File: src/rtl/refresh_pkg.sv
package refresh_pkg;
  typedef enum logic {
    SCHED_DIST  = 1'b0,
    SCHED_BURST = 1'b1
  } sched_e;

  function automatic int unsigned period_of(int unsigned base, logic hot);
    return hot ? (base / 2) : base;
  endfunction
endpackage

File: src/rtl/ref_timer.sv
module ref_timer #(
  parameter int unsigned ROWS     = 8192,
  parameter int unsigned INTERVAL = 1040
) (
  input  logic clk_i,
  input  logic rst_ni,
  input  logic clear_i,
  input  logic burst_i,
  input  logic hot_i,
  output logic tick_o
);
  import refresh_pkg::*;

  localparam int unsigned FULL_PERIOD = INTERVAL * ROWS;
  localparam int unsigned TW          = $clog2(FULL_PERIOD + 1);

  logic [TW-1:0] cnt_q;
  logic [TW-1:0] lim;
  sched_e        sched;

  assign sched = sched_e'(burst_i);

  always_comb begin
    if (sched == SCHED_BURST) lim = TW'(period_of(FULL_PERIOD, hot_i));
    else                      lim = TW'(period_of(INTERVAL, hot_i));
  end

  // >= so that a shorter period taking effect mid-count still fires
  assign tick_o = (cnt_q >= (lim - TW'(1)));

  always_ff @(posedge clk_i or negedge rst_ni) begin
    if (!rst_ni)      cnt_q <= '0;
    else if (clear_i) cnt_q <= '0;
    else if (tick_o)  cnt_q <= '0;
    else              cnt_q <= cnt_q + TW'(1);
  end
endmodule

File: src/rtl/ref_row_ctr.sv
module ref_row_ctr #(
  parameter int unsigned ROWS = 8192
) (
  input  logic                    clk_i,
  input  logic                    rst_ni,
  input  logic                    adv_i,
  output logic [$clog2(ROWS)-1:0] row_o,
  output logic                    wrap_o
);
  localparam int unsigned RW = $clog2(ROWS);

  logic [RW-1:0] row_q;

  assign row_o  = row_q;
  assign wrap_o = adv_i && (row_q == RW'(ROWS - 1));

  always_ff @(posedge clk_i or negedge rst_ni) begin
    if (!rst_ni)     row_q <= '0;
    else if (wrap_o) row_q <= '0;
    else if (adv_i)  row_q <= row_q + RW'(1);
  end
endmodule

File: src/rtl/ref_issue.sv
module ref_issue #(
  parameter int unsigned ROWS     = 8192,
  parameter int unsigned BUSY     = 4,
  parameter int unsigned MAX_PEND = 8
) (
  input  logic clk_i,
  input  logic rst_ni,
  input  logic tick_i,
  input  logic burst_i,
  input  logic sleep_i,
  input  logic acc_req_i,
  input  logic acc_busy_i,
  output logic issue_o,
  output logic gnt_o,
  output logic busy_o
);
  localparam int unsigned PW = $clog2(MAX_PEND + 1);
  localparam int unsigned BW = $clog2(ROWS + 1);
  localparam int unsigned CW = $clog2(BUSY + 1);

  logic [PW-1:0] pend_q;
  logic [BW-1:0] left_q;
  logic [CW-1:0] win_q;
  logic          work, take_burst, take_pend, add_pend, full;

  assign full       = (pend_q == PW'(MAX_PEND));
  assign work       = (left_q != '0) || (pend_q != '0);
  // next command may start in the last cycle of the current window
  assign issue_o    = work && !sleep_i && !acc_busy_i && (win_q <= CW'(1));
  assign take_burst = issue_o && (left_q != '0);
  assign take_pend  = issue_o && (left_q == '0);
  assign add_pend   = tick_i && !burst_i && !full;
  assign busy_o     = (win_q != '0);
  assign gnt_o      = acc_req_i && (win_q == '0) && !issue_o && (left_q == '0) && !full;

  always_ff @(posedge clk_i or negedge rst_ni) begin
    if (!rst_ni) begin
      pend_q <= '0;
      left_q <= '0;
    end else if (sleep_i) begin
      pend_q <= '0;
      left_q <= '0;
    end else begin
      if (tick_i && burst_i) left_q <= BW'(ROWS);
      else if (take_burst)   left_q <= left_q - BW'(1);
      if (add_pend && !take_pend)      pend_q <= pend_q + PW'(1);
      else if (!add_pend && take_pend) pend_q <= pend_q - PW'(1);
    end
  end

  always_ff @(posedge clk_i or negedge rst_ni) begin
    if (!rst_ni)            win_q <= '0;
    else if (issue_o)       win_q <= CW'(BUSY);
    else if (win_q != '0)   win_q <= win_q - CW'(1);
  end
endmodule

File: src/rtl/refresh_sched.sv
module refresh_sched #(
  parameter int unsigned ROWS     = 8192,
  parameter int unsigned INTERVAL = 1040,
  parameter int unsigned BUSY     = 4,
  parameter int unsigned MAX_PEND = 8
) (
  input  logic                    clk_i,
  input  logic                    rst_ni,
  input  logic                    burst_mode_i,
  input  logic                    cbr_mode_i,
  input  logic                    hot_i,
  input  logic                    sleep_i,
  input  logic                    acc_req_i,
  input  logic                    acc_busy_i,
  output logic                    acc_gnt_o,
  output logic                    ref_cmd_o,
  output logic                    ref_addr_vld_o,
  output logic [$clog2(ROWS)-1:0] ref_row_o,
  output logic                    ref_busy_o,
  output logic                    self_ref_o,
  output logic                    pass_done_o
);
  localparam int unsigned RW = $clog2(ROWS);

  logic          tick, issue, wrap;
  logic [RW-1:0] row;

  ref_timer #(.ROWS(ROWS), .INTERVAL(INTERVAL)) i_timer (
    .clk_i   (clk_i),
    .rst_ni  (rst_ni),
    .clear_i (sleep_i),
    .burst_i (burst_mode_i),
    .hot_i   (hot_i),
    .tick_o  (tick)
  );

  ref_issue #(.ROWS(ROWS), .BUSY(BUSY), .MAX_PEND(MAX_PEND)) i_issue (
    .clk_i      (clk_i),
    .rst_ni     (rst_ni),
    .tick_i     (tick),
    .burst_i    (burst_mode_i),
    .sleep_i    (sleep_i),
    .acc_req_i  (acc_req_i),
    .acc_busy_i (acc_busy_i),
    .issue_o    (issue),
    .gnt_o      (acc_gnt_o),
    .busy_o     (ref_busy_o)
  );

  ref_row_ctr #(.ROWS(ROWS)) i_row (
    .clk_i  (clk_i),
    .rst_ni (rst_ni),
    .adv_i  (issue),
    .row_o  (row),
    .wrap_o (wrap)
  );

  always_ff @(posedge clk_i or negedge rst_ni) begin
    if (!rst_ni) begin
      ref_cmd_o      <= 1'b0;
      ref_addr_vld_o <= 1'b0;
      ref_row_o      <= '0;
      pass_done_o    <= 1'b0;
      self_ref_o     <= 1'b0;
    end else begin
      ref_cmd_o      <= issue;
      ref_addr_vld_o <= issue && !cbr_mode_i;
      ref_row_o      <= (issue && !cbr_mode_i) ? row : '0;
      pass_done_o    <= wrap;
      self_ref_o     <= sleep_i;
    end
  end
endmodule

File: config.mk
export PLATFORM = sky130hd
export DESIGN_NAME = refresh_sched
export DESIGN_NICKNAME = d
export VERILOG_FILES = /design/src/rtl/refresh_pkg.sv /design/src/rtl/ref_timer.sv /design/src/rtl/ref_row_ctr.sv /design/src/rtl/ref_issue.sv /design/src/rtl/refresh_sched.sv
export SDC_FILE = /design/constraint.sdc
export NUM_CORES = 1
export LEC_CHECK = 0
export BUFFER_PORTS_ARGS = -buffer_cell sky130_fd_sc_hd__buf_2
export CORE_UTILIZATION = 30
export CTS_BUF_LIST = sky130_fd_sc_hd__clkbuf_4 sky130_fd_sc_hd__clkbuf_8
export CTS_CLUSTER_SIZE = 40
export DETAILED_ROUTE_END_ITERATION = 10
export PLACE_DENSITY = 0.46
export SYNTH_ARGS = -nofsm -noshare
export SYNTH_HDL_FRONTEND = slang
export SYNTH_SLANG_ARGS = --single-unit
File: constraint.sdc
create_clock -name clk_i -period 4.5 [get_ports clk_i]
set_input_delay 0.9 -clock clk_i [delete_from_list [all_inputs] [get_ports clk_i]]
set_output_delay 0.9 -clock clk_i [all_outputs]
set_load 0.02 [all_outputs]
==> impl_metrics.csv, run 1 <==
group,metric,value,unit
outcome,status,"complete, no violations",
flow_run,max_cap_viol_count,0,
global_route,track_usage,0.1315,
critical_path,slowest_stage,"or4_4",
sta,hold_ws,0.5026,ns
detailed_routing,ant_nets,0,
clock_network,clock_latency,0.36,ns
synthesis,synth.avg_cell_area,10.07,sq um
sta,layout_setup_ws,0.4293,ns
power,power_frac_seq,0.511,
power,combPwrFrac,0.105,
sta,worst-slew-pin-transition,0.9638,ns
die,core_area,12620,sq um
clock_network,postCtsSetupRepairBufs,0,
sta,rsz0062_at_grt,"no",
critical_path,critPathLaunchType,"register",
clock_network,path_clk_slew,0.07,ns
finish,nFillCells,1291,
global_route,antenna_found_initial,0,
power,ir_drop,0.1461,mV
finish,final_common_cell,"dfrtp_1",
sta,max_slew_margin,0.3574,
die,dieArea,13350,sq um
worst_hold_path,hp-class,"reg -> reg",
critical_path,cp_data_required_time,3.60,ns
finish,n_antenna_cell,0,
synthesis,yosys_warnings,0,
critical_path,crit_fanout,7,
sta,fmaxAchievable,245.7,MHz
place,place_area,4170,sq um
critical_path,end_kind,"output pin",
synthesis,synth_cell_types,45,
power,intPower,1.042,mW
die,io_pins,27,
global_route,grt_pass1_vias,2712,
die,die_y,115.5,um
clock_network,cts_tree,"done",
finish,fin_util,0.3465,
finish,multiInputGateArea,1878,sq um
clock_network,cts_made_buffers,9,
synthesis,ys_seq_area_frac,0.4853,
die,rows,41,
critical_path,cp_cell_sequence,"or4_4 > or3_1 > or2_4 > o21ai_4 > inv_2 > a2111oi_0 > buf_2",
die,start_util,0.3065,
place,place_congestion,0.7339,
global_route,grt_max_degree,76,
sta,hold_violations,0,
global_route,grt_overflow_total,0,
finish,syn2layout_area_growth,13.07,%
critical_path,slowest_delay,0.57,ns
global_route,grt_pass1_wl,13320,um
power,p_per_area,323.8,nW/um^2
sta,setup_viol,0,
power,p_clk_frac,0.383,
finish,final_layout_size_suffix_gt1_frac,0.1319,
detailed_routing,via_count,2715,
power,switchingPower,0.3740,mW
clock_network,cts_sinks,75,
detailed_routing,drcViolationCount,0,
critical_path,worst_path_dominant_cell_family,"simple AND/OR/NAND/NOR gates",
detailed_routing,viasPerCell,4.610,
clock_network,clock_path_buffers,2,
synthesis,yosys_most_used_dff,"dfrtp_1",
power,sw_frac_of_total,0.2641,
synthesis,syn_inst,384,
power,p_leak,2.095,nW
detailed_routing,wl_per_cell,13.20,um
detailed_routing,first_iter_violations,86,
finish,design_area,4373,sq um
critical_path,critical_path_class,"reg -> out",
finish,final-seq-area,1877,sq um
clock_network,htreeDepth,3,
place,port_buffers,26,
sta,finClkSkew,0.009944,ns
clock_network,cts.repair.resized,0,
synthesis,ys_seq_elements,75,
synthesis,synth.cell_area,3867,sq um
finish,final_cell_mix,"75 x dfrtp_1, 47 x nor2_1, 32 x nand2_1, 25 x ha_1, 25 x buf_2",
synthesis,ys_async_sr_fraction,1.000,
critical_path,worstPathArrival,3.17,ns
place,dpl.hpwl,5182,um
detailed_routing,drt_pass1_iterations,4,
clock_network,cts_root_buf,"clkbuf_8",
sta,drv_slew,0,
detailed_routing,routed_wl,7773,um
critical_path,cp_num_buf_inv,2,
place,place_worst_setup_slack,0.2554,ns
sta,min_period_over_period,0.9046,
synthesis,synth_enable_flop_cells,0,
sta,period_needed,4.071,ns
synthesis,synth_fp_nets,418,
clock_network,cts_hold_buf,0,
finish,finalNetCount,446,
die,dieWidth,115.5,um
sta,finalSetupTns,0,ns
-- kinds of logic (layout without fill, tap and decap cells) --
logic type / after synthesis / in the layout / share of synthesized area
adders and majority gates: 26 / 26 / 0.08606
buffers and inverters: 26 / 59 / 0.02911
and+or+nand+nor: 168 / 168 / 0.2239
other: 1 / 1 / 0.0009696
muxes: 3 / 3 / 0.008088
AOI/OAI and AO/OA: 45 / 45 / 0.07603
xor gates and xnor gates: 40 / 40 / 0.09059
DFF: 75 / 75 / 0.4853
-- area by class of cell --
class | instances | area share
Tap cell | 172 | 0.04921
Inverter | 16 | 0.01373
Multi-Input combinational cell | 283 | 0.4295
Clock buffer | 12 | 0.03491
Timing Repair Buffer | 27 | 0.03205
Sequential cell | 75 | 0.4292
Clock inverter | 4 | 0.01144
-- cell usage after synthesis, types with 5 or more instances --
cell type | number | area, sq um
a21oi_1 | 18 | 90.09
and4_1 | 5 | 43.79
xnor2_1 | 19 | 166.4
and2_1 | 14 | 87.58
nand3_1 | 14 | 70.07
nand2b_1 | 6 | 37.54
inv_1 | 14 | 52.55
nor2_1 | 47 | 176.4
nand4_1 | 8 | 50.05
nand2_1 | 32 | 120.1
dfrtp_1 | 75 | 1877
and3_1 | 10 | 62.56
nor3_1 | 7 | 35.03
o21ai_0 | 11 | 55.05
clkbuf_1 | 7 | 26.28
or3_1 | 7 | 43.79
ha_1 | 25 | 312.8
xor2_1 | 21 | 183.9
nor4_1 | 5 | 31.28
-- path summary, 6_finish.rpt --
kind / start / end / cells after the start / slack (ns)
worst max-delay path: i_issue.left_q[8] / acc_gnt_o / 7 / 0.43
worst min-delay path: i_row.row_o[12] / i_row.row_o[12] / 1 / 0.50
worst max register to register: i_issue.left_q[8] / i_issue.pend_q[3] / 10 / 1.18
worst min register to register: i_row.row_o[12] / i_row.row_o[12] / 1 / 0.50
max in group asynchronous: rst_ni / i_issue.left_q[0] / 1 / 3.18
min in group asynchronous: rst_ni / i_timer.cnt_q[11] / 1 / 0.68
-- through the flow --
stage,total power [mW],cells
6_report,1.416,589
5_1_grt,1.494,589
4_1_cts,1.445,589
3_5_place_dp,0.8887,573
3_3_place_gp,0.8858,573
2_1_floorplan,0.8380,384
-- registers in the layout (all words and copies together) (netlist names) --
signal,flops
ref_cmd_o,1
ref_row_o,13
i_issue.win_q,3
i_issue.pend_q,4
i_row.row_o,13
self_ref_o,1
i_timer.cnt_q,24
ref_addr_vld_o,1
pass_done_o,1
i_issue.left_q,14
-- power by group through the flow --
stage | Combinational [mW] | Clock (mW) | Sequential [mW]
final | 0.149 | 0.543 | 0.724
after global routing | 0.174 | 0.593 | 0.727
after CTS | 0.153 | 0.568 | 0.723
after detailed placement | 0.152 | 0 | 0.736
after global placement | 0.150 | 0 | 0.736
after floorplan | 0.106 | 0 | 0.732
-- per-layer routing --
metal  track usage  up-vias  share of wire
met2        0.2016       19           0.45
met4       0.07532        0          0.024
met5             0        -              0
li1              -     1369              -
met3       0.02510       12          0.021
met1        0.1737     1315           0.50
No activity file was read; power rests on OpenSTA's default activity.
==> inputs of run 2 (changes only) <==
--- a/config.mk
+++ b/config.mk
@@ -5,12 +5,14 @@
 export SDC_FILE = /design/constraint.sdc
 export NUM_CORES = 1
 export LEC_CHECK = 0
-export BUFFER_PORTS_ARGS = -buffer_cell sky130_fd_sc_hd__buf_2
+export CAP_MARGIN = 10
 export CORE_UTILIZATION = 30
 export CTS_BUF_LIST = sky130_fd_sc_hd__clkbuf_4 sky130_fd_sc_hd__clkbuf_8
+export CTS_CLUSTER_DIAMETER = 80
 export CTS_CLUSTER_SIZE = 40
 export DETAILED_ROUTE_END_ITERATION = 10
-export PLACE_DENSITY = 0.46
+export DONT_BUFFER_PORTS = 1
+export PLACE_DENSITY = 0.45
 export SYNTH_ARGS = -nofsm -noshare
 export SYNTH_HDL_FRONTEND = slang
 export SYNTH_SLANG_ARGS = --single-unit
==> run 2 against run 1 <==
  * Fmax rose by 1.2%
  * Register-to-register slack got worse by 0.02 ns
  * Core utilization fell by 1.2 points
  * Cell area fell by 3.3%
  * First-iteration DRC count rose by 28%
  * Combinational power fell by 13%
  * Hold slack got worse by 0.28 ns
  * Global-route usage rose by 0.28 points
  * Clock power fell by 11%
  * Sequential power barely moved
  * Cell count fell by 4.2%
  * Sequential cell count did not move
  * Critical endpoint unchanged
==> impl_metrics.csv, run 2 (synthesis gave the netlist of run 1 again) <==
group,metric,value,unit
die,core_area,12620,sq um
critical_path,end_kind,"output pin",
clock_network,clock_path_buffers,2,
power,p_leak,1.958,nW
detailed_routing,ant_nets,0,
finish,final_common_cell,"dfrtp_1",
die,dieArea,13350,sq um
sta,fmaxAchievable,248.7,MHz
sta,setup_viol,0,
sta,worst-slew-pin-transition,0.7317,ns
critical_path,worstPathArrival,3.12,ns
place,dpl.hpwl,5278,um
place,place_congestion,0.8079,
clock_network,htreeDepth,3,
flow_run,max_cap_viol_count,0,
clock_network,clock_latency,0.37,ns
critical_path,crit_fanout,7,
critical_path,critPathLaunchType,"register",
sta,rsz0062_at_grt,"no",
global_route,grt_pass1_wl,13460,um
place,placed_cells,549,
outcome,status,"complete, no violations",
die,rows,41,
power,combPwrFrac,0.096,
power,switchingPower,0.3797,mW
global_route,grt_pass1_vias,2706,
finish,largest_register,"i_timer.cnt_q",
sta,finClkSkew,0.01298,ns
detailed_routing,viasPerCell,4.739,
critical_path,slowest_delay,0.57,ns
sta,drv_slew,0,
power,ir_drop,0.1161,mV
critical_path,rrSetupSlack,1.16,ns
die,die_y,115.5,um
critical_path,r2r-end,"i_issue.pend_q[3]",
global_route,antenna_found_initial,0,
die,dieWidth,115.5,um
detailed_routing,drcViolationCount,0,
power,sw_frac_of_total,0.2838,
worst_hold_path,hp-class,"in -> async",
detailed_routing,wl_per_cell,14.05,um
die,io_pins,27,
finish,final_cell_count_no_fill,564,
detailed_routing,first_iter_violations,110,
finish,design_area,4228,sq um
critical_path,r2r-start,"i_issue.left_q[8]",
place,port_buffers,0,
sta,period_needed,4.021,ns
detailed_routing,routed_wl,7923,um
power,p_clk_frac,0.362,
critical_path,cp_data_required_time,3.60,ns
power,power_frac_seq,0.541,
finish,fin_util,0.3350,
finish,largest_register_ff_count,24,
clock_network,cts.repair.resized,0,
clock_network,path_clk_slew,0.09,ns
clock_network,cts_root_buf,"clkbuf_8",
critical_path,cp_cell_sequence,"or4_4 > or3_1 > or2_4 > o21ai_4 > inv_2 > a2111oi_1 > buf_4",
critical_path,ff2ff_path_depth,10,
finish,final_layout_size_suffix_gt1_frac,0.07653,
global_route,grt_overflow_total,0,
global_route,grt_max_degree,76,
sta,max_slew_margin,0.5104,
sta,min_period_over_period,0.8935,
clock_network,postCtsSetupRepairBufs,0,
place,place_area,4054,sq um
finish,n_antenna_cell,0,
die,start_util,0.3065,
clock_network,cts_made_buffers,9,
detailed_routing,drt_pass1_iterations,4,
global_route,track_usage,0.1343,
critical_path,slowest_stage,"or4_4",
finish,reg_top3,"i_timer.cnt_q x24, i_issue.left_q x14",
clock_network,cts_sinks,75,
clock_network,cts_hold_buf,0,
critical_path,critical_path_class,"reg -> out",
finish,finalNetCount,422,
sta,hold_violations,0,
clock_network,cts_tree,"done",
power,p_per_area,316.5,nW/um^2
finish,syn2layout_area_growth,9.317,%
power,intPower,0.9582,mW
finish,final_cell_mix,"75 x dfrtp_1, 47 x nor2_1, 32 x nand2_1, 25 x ha_1, 21 x xor2_1",
sta,finalSetupTns,0,ns
detailed_routing,via_count,2673,
## run 2: metrics by stage
stage                     power [mW]  setup slack [ns]  hold WS (ns)
after floorplan               0.8380            0.6518        0.4593
final                          1.338            0.4790        0.2205
after CTS                      1.366            0.4000        0.1882
after detailed placement      0.8690            0.4298        0.4893
after global routing           1.413            0.3487        0.1878
after global placement        0.8652            0.5239        0.4863
## run 2: routing by layer
layer  vias to the layer above  track usage  share of wire
met4                         0      0.07792          0.021
met5                         -            0              0
met1                      1309       0.1719           0.49
met2                        31       0.2096           0.46
met3                        10      0.02877          0.029
li1                       1323            -              -
## run 2: worst max-delay path by stage
stage / from / to / slack [ns] / cells after the start
after floorplan: i_issue.left_q[8] / acc_gnt_o / 0.65 / 6
after global placement: hot_i / i_issue.pend_q[3] / 0.52 / 15
after detailed placement: hot_i / i_issue.pend_q[3] / 0.43 / 15
after CTS: i_issue.left_q[8] / acc_gnt_o / 0.40 / 7
after global routing: i_issue.left_q[8] / acc_gnt_o / 0.35 / 7
final: i_issue.left_q[8] / acc_gnt_o / 0.48 / 7
## run 2: worst max-delay path, delay by kind of cell, from the launching register on
kind                   cells  cell delay, ns
AO/OA/AOI/OAI              2            0.75
buffers and inverters      2            0.38
flip-flops                 1            0.43
AND/OR/NAND/NOR            3            1.18
## run 2: power by group through the flow
| stage | clock network [mW] | logic, mW | registers (mW) |
|---|---|---|---|
| after floorplan | 0 | 0.106 | 0.732 |
| final | 0.485 | 0.129 | 0.724 |
| after detailed placement | 0 | 0.131 | 0.738 |
| after global placement | 0 | 0.128 | 0.738 |
| after CTS | 0.510 | 0.132 | 0.725 |
| after global routing | 0.537 | 0.148 | 0.729 |
## run 2: area by class of cell
type | instances | area, sq um
Fill cell | 1325 | 8392
Multi-Input combinational cell | 283 | 1879
Sequential cell | 75 | 1877
Tap cell | 172 | 215.2
Clock buffer | 9 | 123.9
Inverter | 16 | 60.06
Clock inverter | 6 | 50.05
Timing Repair Buffer | 3 | 22.52
==> inputs of run 3 (changes only) <==
--- a/config.mk
+++ b/config.mk
@@ -5,6 +5,7 @@
 export SDC_FILE = /design/constraint.sdc
 export NUM_CORES = 1
 export LEC_CHECK = 0
+export ABC_AREA = 1
 export CAP_MARGIN = 10
 export CORE_UTILIZATION = 30
 export CTS_BUF_LIST = sky130_fd_sc_hd__clkbuf_4 sky130_fd_sc_hd__clkbuf_8
==> run 3 against run 2 <==
  * Fmax up 16%
  * Global-route usage up 0.77 points
  * Cell area up 11%
  * Non-clock buffer count down 3
  * Die area up 12%
  * Wire length up 18%
  * Clock skew about the same
==> impl_metrics.csv, run 3 <==
group,metric,value,unit
power,intPower,1.250,mW
critical_path,crit_fanout,11,
critical_path,critPathLaunchType,"input port",
global_route,grt.met3_usage,0.02528,
global_route,grt_pass1_wl,16360,um
die,rows,43,
synthesis,synthTopCellsByCount,"92 x nand2_1, 80 x nor2_1, 75 x dfrtp_1",
sta,worst-slew-pin-transition,0.7545,ns
clock_network,path_clk_slew,0.08,ns
detailed_routing,viasPerCell,4.688,
place,place_worst_setup_slack,0.6568,ns
die,dieArea,14920,sq um
die,io_pins,27,
detailed_routing,ant_nets,0,
sta,setup_viol,0,
global_route,antenna_found_initial,0,
synthesis,syn_inst,518,
synthesis,yosys_warnings,0,
die,core_area,13990,sq um
sta,min_period_over_period,0.7678,
worst_hold_path,hp-class,"in -> async",
finish,final_layout_size_suffix_gt1_frac,0.09524,
finish,final_common_cell,"nand2_1",
clock_network,cts_tree,"done",
place,port_buffers,0,
clock_network,clock_latency,0.36,ns
clock_network,htreeDepth,3,
critical_path,cp_num_buf_inv,3,
sta,rsz0062_at_grt,"no",
power,p_per_area,443.0,nW/um^2
clock_network,cts.repair.resized,0,
detailed_routing,first_iter_violations,151,
clock_network,cts_hold_buf,0,
synthesis,yosys.area.top_type,"dfrtp_1",
power,combPwrFrac,0.336,
sta,max_slew_margin,0.4924,
critical_path,cp_cell_sequence,"inv_1 > nor2_1 > inv_1 > ha_1 > inv_1 > ha_1 > a21o_1 > nor2_1 > nand2_1 > nand2_1 > nand3_1 > nand3_4 > ha_1 > nand2_1 > nand2_1 > a31oi_1 > nand3_1 > nand3_1 > nand2_1",
global_route,grtUsageMet1,0.1927,
die,start_util,0.3096,
synthesis,yosys.area.top_type_share,0.4334,
critical_path,end_kind,"register",
synthesis,yosys_most_used_dff,"dfrtp_1",
place,place_congestion,0.8191,
place,place_area,4506,sq um
global_route,grt.busiest_layer,"met2",
detailed_routing,routed_wl,9338,um
critical_path,worstPathArrival,3.71,ns
sta,finalSetupTns,0,ns
synthesis,synth_enable_flop_cells,0,
global_route,grt_max_degree,76,
clock_network,cts_sinks,75,
synthesis,ys_seq_area_frac,0.4334,
sta,drv_slew,0,
power,p_clk_frac,0.230,
synthesis,ys_seq_elements,75,
finish,design_area,4677,sq um
finish,largest_register,"i_timer.cnt_q",
outcome,status,"complete, no violations",
detailed_routing,via_count,3305,
power,power_frac_seq,0.433,
die,dieWidth,122.1,um
finish,reg_top3,"i_timer.cnt_q x24, i_issue.left_q x14",
critical_path,cp-startpoint,"hot_i",
critical_path,r2r-start,"i_timer.cnt_q[15]",
finish,syn2layout_area_growth,8.004,%
detailed_routing,wl_per_cell,13.25,um
global_route,track_usage,0.1420,
global_route,use_met2,0.2186,
sta,period_needed,3.455,ns
clock_network,cts_root_buf,"clkbuf_8",
detailed_routing,drcViolationCount,0,
finish,fin_util,0.3343,
synthesis,synth.avg_cell_area,8.360,sq um
sta,hold_ws,0.2335,ns
die,die_y,122.1,um
sta,finClkSkew,0.01266,ns
clock_network,cts_made_buffers,9,
global_route,grt_pass1_vias,3362,
power,ir_drop,0.1998,mV
power,sw_frac_of_total,0.3965,
power,p_leak,2.250,nW
synthesis,synth.cell_area,4330,sq um
critical_path,cp_data_required_time,4.75,ns
critical_path,critPathMostFrequentCell,"nand2_1",
place,dpl.hpwl,6900,um
sta,fmaxAchievable,289.4,MHz
synthesis,synthTopCellsByArea,"dfrtp_1 43%, nand2_1 8.0%, ha_1 7.2%",
critical_path,worst_path_dominant_cell_family,"simple AND/OR/NAND/NOR gates",
critical_path,rrSetupSlack,1.68,ns
power,switchingPower,0.8216,mW
global_route,grt_overflow_total,0,
flow_run,max_cap_viol_count,0,
critical_path,slowest_delay,0.34,ns
synthesis,ys_async_sr_fraction,1.000,
finish,finalNetCount,555,
synthesis,synth_cell_types,42,
synthesis,synth_fp_nets,552,
finish,largest_register_ff_count,24,
sta,hold_violations,0,
critical_path,critical_path_class,"in -> reg",
clock_network,postCtsSetupRepairBufs,0,
detailed_routing,drt_pass1_iterations,4,
synthesis,synth_most_common_cell,"nand2_1",
critical_path,slowest_stage,"nand3_1",
sta,layout_setup_ws,1.045,ns
clock_network,clock_path_buffers,2,
finish,final_cell_mix,"92 x nand2_1, 80 x nor2_1, 75 x dfrtp_1, 59 x inv_1",
finish,n_antenna_cell,0,
run 3: changes by cell type after synthesis, sizes merged, moves of 8 or more:
cell,previous run,this run
nand2,32,96
xnor2,19,5
and2,15,0
nor3,8,30
nand3,14,34
and3,12,2
o21ai,12,20
nor2,47,88
inv,15,63
run 3: worst register-to-register path, stage by stage, from the launching register on:
cell	delay (ns)
dfrtp_1	0.46
ha_1	0.34
nand2_1	0.07
nor2_1	0.14
nand2_1	0.06
nor2_1	0.11
nand2_1	0.06
nand3_1	0.36
nand3_4	0.20
ha_1	0.37
nand2_1	0.08
nand2_1	0.05
a31oi_1	0.19
nand3_1	0.10
nand3_1	0.08
nand2_1	0.05
run 3: stage by stage:
step / power [mW] / instances
final: 2.072 / 705
after CTS: 2.101 / 705
after detailed placement: 1.609 / 690
after global routing: 2.256 / 705
after floorplan: 1.469 / 518
after global placement: 1.598 / 690
run 3: final cells by class:
class | count | area (sq um)
Fill cell | 1503 | 9311
Clock buffer | 11 | 145.1
Sequential cell | 75 | 1877
Inverter | 64 | 240.2
Multi-Input combinational cell | 371 | 2163
Clock inverter | 4 | 26.28
Tap cell | 180 | 225.2
run 3: worst paths after layout:
check / cells after the start / end
min: 0 / ref_row_o[11]
min in group clk_i: 1 / i_timer.cnt_q[0]
min reg2reg: 1 / i_timer.cnt_q[0]
max in group asynchronous: 0 / i_issue.left_q[1]
max: 19 / i_issue.pend_q[3]
max reg2reg: 15 / i_issue.pend_q[3]
run 3: kinds of logic after synthesis:
kind of cell	share of synthesized area
AOI/OAI and AO/OA	0.05865
xor gates and xnor gates	0.06068
DFF	0.4334
buffers and inverters	0.06703
and+or+nand+nor	0.3025
adders and majority gates	0.07686
other	0.0008660
run 3: power groups by stage:
stage	logic, mW	clock network (mW)	registers (mW)
after floorplan	0.584	0	0.885
after global placement	0.690	0	0.909
after detailed placement	0.699	0	0.910
after CTS	0.705	0.499	0.898
after global routing	0.813	0.527	0.916
final	0.696	0.478	0.898
run 3: routing by layer:
layer	share of wire	up-vias	wire length, um
met1	0.50	1563	4627
met5	0	-	0
met4	0.018	0	165
met2	0.45	48	4180
li1	-	1684	-
met3	0.039	10	364
